==> src/rtl/mrd_pkg.sv <==
package mrd_pkg;

    typedef enum logic {
        OUT_COMB = 1'b0,
        OUT_REG  = 1'b1
    } out_mode_e;

    // modulus of the first channel, 2^n+1
    function automatic int unsigned mod_plus(input int unsigned n);
        return (32'd1 << n) + 32'd1;
    endfunction

    // modulus of the third channel, 2^n-1
    function automatic int unsigned mod_minus(input int unsigned n);
        return (32'd1 << n) - 32'd1;
    endfunction

endpackage

==> src/rtl/mrd_pow2_sub.sv <==
// Second digit: difference of residues modulo 2^N (natural wrap).
module mrd_pow2_sub #(
    parameter int N = 4
) (
    input  logic [N-1:0] minuend,
    input  logic [N-1:0] subtrahend,
    output logic [N-1:0] diff
);
    always_comb begin
        diff = minuend - subtrahend;
    end
endmodule

==> src/rtl/mrd_x1_term.sv <==
// Term -2^(N-1)*x1 mod (2^N-1) from the (N+1)-bit first residue.
module mrd_x1_term #(
    parameter int N = 4
) (
    input  logic [N:0]   x1,
    output logic [N-1:0] term
);
    logic [N-1:0] low_rot;

    always_comb begin
        low_rot = {x1[0], x1[N-1:1]};
        if (x1[N]) begin
            // x1 == 2^N, which is 1 modulo 2^N-1
            term = {1'b0, {(N-1){1'b1}}};
        end else begin
            term = ~low_rot;
        end
    end
endmodule

==> src/rtl/mrd_eac_add.sv <==
// Two-operand modulo 2^N-1 adder with end-around carry.
module mrd_eac_add #(
    parameter int N = 4
) (
    input  logic [N-1:0] a,
    input  logic [N-1:0] b,
    output logic [N-1:0] s
);
    logic [N:0] raw;

    always_comb begin
        raw = {1'b0, a} + {1'b0, b};
        s   = raw[N-1:0] + {{(N-1){1'b0}}, raw[N]};
    end
endmodule

==> src/rtl/mrd_m3_sum3.sv <==
// Three-operand modulo 2^N-1 sum, result normalised to 0..2^N-2.
module mrd_m3_sum3 #(
    parameter int N = 4
) (
    input  logic [N-1:0] op_a,
    input  logic [N-1:0] op_b,
    input  logic [N-1:0] op_c,
    output logic [N-1:0] sum
);
    localparam int STAGES = 2;

    logic [N-1:0] addend [STAGES];
    logic [N-1:0] acc    [STAGES+1];

    assign addend[0] = op_b;
    assign addend[1] = op_c;
    assign acc[0]    = op_a;

    for (genvar g = 0; g < STAGES; g++) begin : g_chain
        mrd_eac_add #(.N(N)) u_add (
            .a (acc[g]),
            .b (addend[g]),
            .s (acc[g+1])
        );
    end

    always_comb begin
        sum = (acc[STAGES] == {N{1'b1}}) ? '0 : acc[STAGES];
    end
endmodule

==> src/rtl/mrd_digit_conv.sv <==
module mrd_digit_conv #(
    parameter int                N        = 4,
    parameter mrd_pkg::out_mode_e OUT_MODE = mrd_pkg::OUT_REG
) (
    input  logic         clk,
    input  logic         rst,
    input  logic         in_valid,
    input  logic [N:0]   x1_i,
    input  logic [N-1:0] x2_i,
    input  logic [N-1:0] x3_i,
    output logic         out_valid,
    output logic [N:0]   e1_o,
    output logic [N-1:0] e2_o,
    output logic [N-1:0] e3_o
);
    localparam int unsigned M1    = mrd_pkg::mod_plus(N);
    localparam int unsigned M3    = mrd_pkg::mod_minus(N);
    localparam logic [N:0]  X1TOP = (N+1)'(M1 - 1);
    localparam logic [N-1:0] ONES = (N)'(M3);

    typedef struct packed {
        logic [N:0]   d1;
        logic [N-1:0] d2;
        logic [N-1:0] d3;
    } digits_t;

    digits_t      nxt;
    logic [N-1:0] d2_w;
    logic [N-1:0] x3_rot;
    logic [N-1:0] x1_term;
    logic [N-1:0] d2_neg;
    logic [N-1:0] d3_w;

    mrd_pow2_sub #(.N(N)) u_sub (
        .minuend    (x2_i),
        .subtrahend (x1_i[N-1:0]),
        .diff       (d2_w)
    );

    mrd_x1_term #(.N(N)) u_term (
        .x1   (x1_i),
        .term (x1_term)
    );

    always_comb begin
        x3_rot = {x3_i[0], x3_i[N-1:1]};
        d2_neg = ~d2_w;
    end

    mrd_m3_sum3 #(.N(N)) u_sum (
        .op_a (x3_rot),
        .op_b (x1_term),
        .op_c (d2_neg),
        .sum  (d3_w)
    );

    always_comb begin
        nxt.d1 = x1_i;
        nxt.d2 = d2_w;
        nxt.d3 = d3_w;
    end

    if (OUT_MODE == mrd_pkg::OUT_REG) begin : g_reg
        digits_t q;
        logic    vq;

        always_ff @(posedge clk) begin
            if (rst) begin
                q  <= '0;
                vq <= 1'b0;
            end else begin
                vq <= in_valid;
                if (in_valid) begin
                    q <= nxt;
                end
            end
        end

        assign out_valid = vq;
        assign e1_o      = q.d1;
        assign e2_o      = q.d2;
        assign e3_o      = q.d3;

        AST_E1_PASS: assert property (@(posedge clk) disable iff (rst)
            in_valid |=> (e1_o == $past(x1_i)));
        AST_E3_NO_ONES: assert property (@(posedge clk) disable iff (rst)
            out_valid |-> (e3_o != ONES));
        AST_TOP_X1: assert property (@(posedge clk) disable iff (rst)
            (in_valid && x1_i == X1TOP) |=> (e2_o == $past(x2_i)));
        AST_VALID_SET: assert property (@(posedge clk) disable iff (rst)
            in_valid |=> out_valid);
        AST_VALID_CLR: assert property (@(posedge clk) disable iff (rst)
            !in_valid |=> !out_valid);
        AST_HOLD: assert property (@(posedge clk) disable iff (rst)
            !in_valid |=> ($stable(e1_o) && $stable(e2_o) && $stable(e3_o)));
    end else begin : g_comb
        assign out_valid = in_valid;
        assign e1_o      = nxt.d1;
        assign e2_o      = nxt.d2;
        assign e3_o      = nxt.d3;
    end

endmodule

==> config.mk <==
export PLATFORM = sky130hd
export DESIGN_NAME = mrd_digit_conv
export DESIGN_NICKNAME = d
export VERILOG_FILES = /design/src/rtl/mrd_pkg.sv /design/src/rtl/mrd_pow2_sub.sv /design/src/rtl/mrd_x1_term.sv /design/src/rtl/mrd_eac_add.sv /design/src/rtl/mrd_m3_sum3.sv /design/src/rtl/mrd_digit_conv.sv
export SDC_FILE = /design/constraint.sdc
export NUM_CORES = 1
export LEC_CHECK = 0
export BUFFER_PORTS_ARGS = -buffer_cell sky130_fd_sc_hd__buf_4
export CORE_AREA = 2 2 49 51
export CTS_CLUSTER_DIAMETER = 200
export DETAILED_ROUTE_END_ITERATION = 12
export DIE_AREA = 0 0 51 53
export PLACE_DENSITY = 0.88
export SLEW_MARGIN = 20
export SYNTH_ARGS = -nofsm -noshare
export SYNTH_HDL_FRONTEND = slang
export SYNTH_HIERARCHICAL = 1
export SYNTH_SLANG_ARGS = --single-unit
==> constraint.sdc <==
create_clock -name clk -period 6.4 [get_ports clk]
set_clock_uncertainty 0.05 [all_clocks]
set_input_delay 0.64 -clock clk [delete_from_list [all_inputs] [get_ports clk]]
set_output_delay 0.64 -clock clk [all_outputs]
set_load 0.02 [all_outputs]
==> results of run 1 <==
## cells in the final DEF (no fill, tap or decap), types with 3 or more instances in the layout
cell type	count
dfxtp_1	14
xnor2_1	3
clkbuf_4	3
inv_1	20
mux2i_1	13
fa_1	3
a21oi_1	3
a31oi_1	3
nor2_1	16
buf_4	29
xor2_1	4
ha_1	15
nand2b_1	5
nor2b_1	5
## metrics by stage
| stage | total power [mW] | worst slack [ns] |
|---|---|---|
| after floorplan | 0.300 | 2.24 |
| after global placement | 0.353 | 1.91 |
| after detailed placement | 0.369 | 1.74 |
| after CTS | 0.437 | 2.01 |
| after global routing | 0.469 | 1.78 |
| final | 0.437 | 1.98 |
## sequential cells by signal, indices dropped and copies added, names as in the netlist
register   count
e3_o           4
out_valid      1
e1_o           5
e2_o           4
## final timing paths
| path | startpoint | endpoint | slack [ns] | cells past startpoint |
|---|---|---|---|---|
| max | x1_i[4] | e3_o[0] | 1.98 | 22 |
| min | e3_o[3] | e3_o[3] | 0.45 | 2 |
| max reg2reg | e2_o[2] | e2_o[2] | 5.72 | 2 |
| min reg2reg | e3_o[3] | e3_o[3] | 0.45 | 2 |
## layout make-up
type	count	area, µm²	share of cell area
Multi-Input combinational cell	91	763	0.542
Sequential cell	14	280	0.199
Timing Repair Buffer	29	218	0.155
Inverter	20	75.1	0.0533
Clock buffer	4	36.3	0.0258
Tap cell	28	35.0	0.0249
## power by group through the flow
stage	Combinational, mW	Sequential [mW]	Clock, mW
3_3_place_gp	0.242	0.111	0
5_1_grt	0.289	0.111	0.0684
3_5_place_dp	0.258	0.111	0
6_report	0.264	0.109	0.0633
2_1_floorplan	0.170	0.130	0
4_1_cts	0.262	0.109	0.0653
## logic make-up after synthesis
family          share of synthesized area
mux                                 0.113
fa+ha+maj                           0.215
buf+inv                            0.0964
simple gates                        0.131
compound gates                      0.149
flops                               0.243
xor+xnor                           0.0531
## per-layer routing
metal	up-vias	GRT usage
li1	491	-
met1	474	0.239
met2	28	0.394
met3	2	0.0169
met4	0	0.0901
met5	-	0
## worst max-delay path, cell delays in order
cell and delay, ns:
buf_4 0.12, nand2b_1 0.14, ha_1 0.21, inv_1 0.08
fa_1 0.20, nor2b_1 0.06, o21ai_0 0.14, nand2b_1 0.08
ha_1 0.22, nor2b_1 0.16, a32o_1 0.28, o32ai_2 0.28
ha_1 0.33, o21ai_0 0.11, nand2b_1 0.08, ha_1 0.22
nor2b_1 0.17, a32o_1 0.28, o32ai_2 0.39, a31oi_1 0.14
mux2i_1 0.15, nor2_1 0.05
==> flow_metrics.env, run 1 <==
export IMPL_diodes=0
export IMPL_num_io_pins=30
export IMPL_power_density_mw_per_mm2=310
export IMPL_cts_sinks=14
export IMPL_leakage_nw=0.748
export IMPL_share_comb_of_total_power=0.605
export IMPL_fillCellCount=179
export IMPL_drt_met1_wl_um=1070
export IMPL_intPower_mw=0.252
export IMPL_placed_area_mm2=0.00137
export IMPL_overflow=0
export IMPL_cts_resized=0
export IMPL_status="completed"
export IMPL_grt_max_degree=15
export IMPL_yosysTopAreaCell="dfxtp_1"
export IMPL_syn_area_mm2=0.00115
export IMPL_path_class="input port to register"
export IMPL_start_kind="input port"
export IMPL_drt_first_iter_violations=26
export IMPL_synth_distinct_cells=27
export IMPL_utilization=0.655
export IMPL_wirelength_um=2600
export IMPL_fin_nets=193
export IMPL_seqPwrFrac=0.250
export IMPL_synth_edf_count=0
export IMPL_finalHoldViolCount=0
export IMPL_placed_cells=182
export IMPL_syn_nets=162
export IMPL_hold_class="register to register"
export IMPL_fin_cells=186
export IMPL_switching_share=0.423
export IMPL_core_mm2=0.00215
export IMPL_netlist_area_leader_share=0.243
export IMPL_drc=0
export IMPL_grt_pass1_wl_um=4160
export IMPL_clk_pin_slew_ns=0.09
export IMPL_cts_tree="done"
export IMPL_synthTopCellsByArea="dfxtp_1 (24%), ha_1 (16%), mux2i_1 (11%)"
export IMPL_clk_path_buf_depth=2
export IMPL_required_ns=6.53
export IMPL_yosysSeqAreaShare=0.243
export IMPL_initial_core_util=0.538
export IMPL_rows=17
export IMPL_grt_use_total=0.209
export IMPL_numPortBuffers=29
export IMPL_synthCells=128
export IMPL_wl_met2_um=1420
export IMPL_routed_top_layer="met4"
export IMPL_p_switching_mw=0.185
export IMPL_area_growth_pct=21.9
export IMPL_die_w_um=51
export IMPL_yosys_register_bits=14
export IMPL_async_flop_share=0
export IMPL_cap_violations=0
export IMPL_endpoint_kind="register"
export IMPL_clkLatencyLatePin_ns=0.27
export IMPL_hold_worst_slack_ns=0.450
export IMPL_cts_buffers=3
export IMPL_die_area_mm2=0.00270
export IMPL_gp_congestion=0.761
export IMPL_ys_flop_type="dfxtp_1"
export IMPL_root_buffer="clkbuf_4"
export IMPL_vias=995
export IMPL_die_y_um=53
export IMPL_clockPowerShare=0.145
export IMPL_drv_slew=0
export IMPL_worstMarginPinSlew_ns=0.509
export IMPL_yosysMostFrequentCell="inv_1"
export IMPL_ant_nets=0
export IMPL_slew_headroom=0.658
export IMPL_postLayoutCellArea_mm2=0.00141
export IMPL_tns_ns=0
export IMPL_dp_hpwl_um=2150
export IMPL_vias_per_cell=5.35
export IMPL_arrival_ns=4.54
export IMPL_cts_hold_buf=0
export IMPL_firstDrtPassIters=4
export IMPL_htreeDepth=1
export IMPL_wl_met3_um=83
export IMPL_yosys_warnings=6
export IMPL_grt_pass1_vias=975
export IMPL_finalCritPeriodShare=0.690
export IMPL_avgSynthCellArea_um2=9.02
export IMPL_antenna_found_initial=0
export IMPL_cts_setup_buffers=0
export IMPL_ys_top_cells_by_count="inv_1 (20), nor2_1 (16), ha_1 (15), dfxtp_1 (14), mux2i_1 (13)"
export IMPL_ir_drop_mv=0.282
export IMPL_rsz0062_at_grt="no"
export IMPL_drive_gt1_frac=0.222
export IMPL_max_freq_ghz=0.226
export IMPL_avgRoutedWirePerCell_um=14.0
export IMPL_min_period_ns=4.42
export IMPL_finalSetupViolations=0
export IMPL_critPathMaxFanout=6
No activity file was read; power rests on OpenSTA's default activity.
==> run 2: changes to the inputs <==
Settings changed: CORE_AREA 2 2 49 51 to 2 2 51 53, DIE_AREA 0 0 51 53 to 0 0 53 55, PLACE_DENSITY 0.88 to 0.82.
Clock period 6.4 ns to 4.25 ns, I/O delays scaled along.
==> flow_metrics.env, run 2 (same netlist as run 1, synthesis figures left out) <==
export IMPL_numPortBuffers=29
export IMPL_grt_pass1_vias=923
export IMPL_max_freq_ghz=0.251
export IMPL_initial_core_util=0.488
export IMPL_vias=972
export IMPL_hp_start="x1_i[3]"
export IMPL_power_density_mw_per_mm2=466
export IMPL_slew_headroom=0.696
export IMPL_arrival_ns=4.10
export IMPL_gp_congestion=0.744
export IMPL_die_area_mm2=0.00292
export IMPL_dp_hpwl_um=1960
export IMPL_ant_nets=0
export IMPL_rr_startpoint="e1_o[2]"
export IMPL_drt_first_iter_violations=9
export IMPL_drv_slew=0
export IMPL_min_period_ns=3.98
export IMPL_whs_endpoint="e1_o[3]"
export IMPL_finalHoldViolCount=0
export IMPL_wirelength_um=2340
export IMPL_r2r_end="e1_o[2]"
export IMPL_fin_nets=198
export IMPL_grt_use_total=0.170
export IMPL_fillCellCount=208
export IMPL_die_w_um=53
export IMPL_core_mm2=0.00236
export IMPL_start_kind="input port"
export IMPL_cts_setup_buffers=0
export IMPL_hold_class="input port to register"
export IMPL_avgRoutedWirePerCell_um=12.1
export IMPL_path_class="input port to register"
export IMPL_clkLatencyLatePin_ns=0.27
export IMPL_placed_cells=189
export IMPL_cts_tree="done"
export IMPL_layout_commonest_cell="buf_4"
export IMPL_cap_violations=0
export IMPL_die_y_um=55
export IMPL_finalCritPeriodShare=0.936
export IMPL_power_mw=0.680
export IMPL_firstDrtPassIters=4
export IMPL_vias_per_cell=5.04
export IMPL_tns_ns=0
export IMPL_leakage_nw=0.774
export IMPL_drive_gt1_frac=0.245
export IMPL_cts_sinks=14
export IMPL_r2r_cells=2
export IMPL_root_buffer="clkbuf_4"
export IMPL_antenna_found_initial=0
export IMPL_cts_buffers=3
export IMPL_finalSetupViolations=0
export IMPL_grt_max_degree=15
export IMPL_clk_path_buf_depth=2
export IMPL_whs_path_depth=3
export IMPL_placed_area_mm2=0.00141
export IMPL_critPathMaxFanout=5
export IMPL_rrSetupSlack_ns=3.59
export IMPL_required_ns=4.37
export IMPL_htreeDepth=1
export IMPL_postLayoutCellArea_mm2=0.00146
export IMPL_num_io_pins=30
export IMPL_ir_drop_mv=0.413
export IMPL_endpoint_kind="register"
export IMPL_drc=0
export IMPL_final_setup_worst_slack_ns=0.271
export IMPL_layout_common_cells="buf_4 (34), inv_1 (20), nor2_1 (16)"
export IMPL_overflow=0
export IMPL_clk_pin_slew_ns=0.09
export IMPL_largest_register_ffs=5
export IMPL_worstMarginPinSlew_ns=0.453
export IMPL_rows=18
export IMPL_fin_cells=193
export IMPL_diodes=0
export IMPL_status="completed"
export IMPL_area_growth_pct=26.3
export IMPL_dp_slack_ns=-0.0963
export IMPL_grt_pass1_wl_um=3650
[run 2: report_power, final]
part | internal [mW] | switching (mW) | leakage [nW] | total [mW]
clock network | 0.0521 | 0.0422 | 0.0210 | 0.0944
logic | 0.195 | 0.224 | 0.637 | 0.419
registers | 0.154 | 0.0119 | 0.116 | 0.166
total | 0.401 | 0.278 | 0.774 | 0.680
[run 2: through the flow]
step                      hold WS [ns]  utilization
after floorplan                  0.447            -
after global placement           0.427        0.597
after detailed placement         0.437        0.597
after CTS                        0.352        0.612
after global routing             0.356        0.617
final                            0.357        0.617
[run 2: per-layer routing]
metal / track usage / up-vias / wire (µm)
li1: - / 502 / -
met1: 0.202 / 449 / 1060
met2: 0.315 / 19 / 1180
met3: 0.0188 / 2 / 71
met4: 0.0641 / 0 / 29
met5: 0 / - / 0
[run 2: worst max-delay path by stage]
stage	from	endpoint	slack, ns	cells after the start
2_1_floorplan	x1_i[4]	e3_o[0]	0.30	21
3_3_place_gp	x1_i[4]	e3_o[0]	0.06	22
3_5_place_dp	x1_i[4]	e3_o[0]	-0.1	22
4_1_cts	x1_i[4]	e3_o[0]	0.20	22
5_1_grt	x1_i[4]	e3_o[1]	-0.0005	23
6_report	x1_i[4]	e3_o[0]	0.27	22
[run 2: final cells by class]
class                           count  area [µm²]  area share
Multi-Input combinational cell     91         774       0.531
Tap cell                           30        37.5      0.0257
Clock buffer                        4        36.3      0.0249
Timing Repair Buffer               34         255       0.175
Inverter                           20        75.1      0.0515
Sequential cell                    14         280       0.192
[run 2: what timing repair did]
action	4_1_cts	5_1_grt
resized for setup	0	1
hold buffers	0	0
setup endpoints to repair	0	4
[run 2: worst max-delay path, cell delays in order]
cell and delay [ns]:
buf_4 0.12, nand2b_1 0.15, ha_1 0.21, inv_1 0.08
fa_1 0.18, nor2b_1 0.05, o21ai_0 0.17, nand2b_1 0.08
ha_1 0.23, nor2b_1 0.16, a32o_1 0.27, o32ai_2 0.26
ha_1 0.28, o21ai_0 0.08, nand2b_1 0.08, ha_1 0.22
nor2b_1 0.16, a32o_1 0.29, o32ai_4 0.28, a31oi_1 0.13
mux2i_1 0.14, nor2_1 0.05
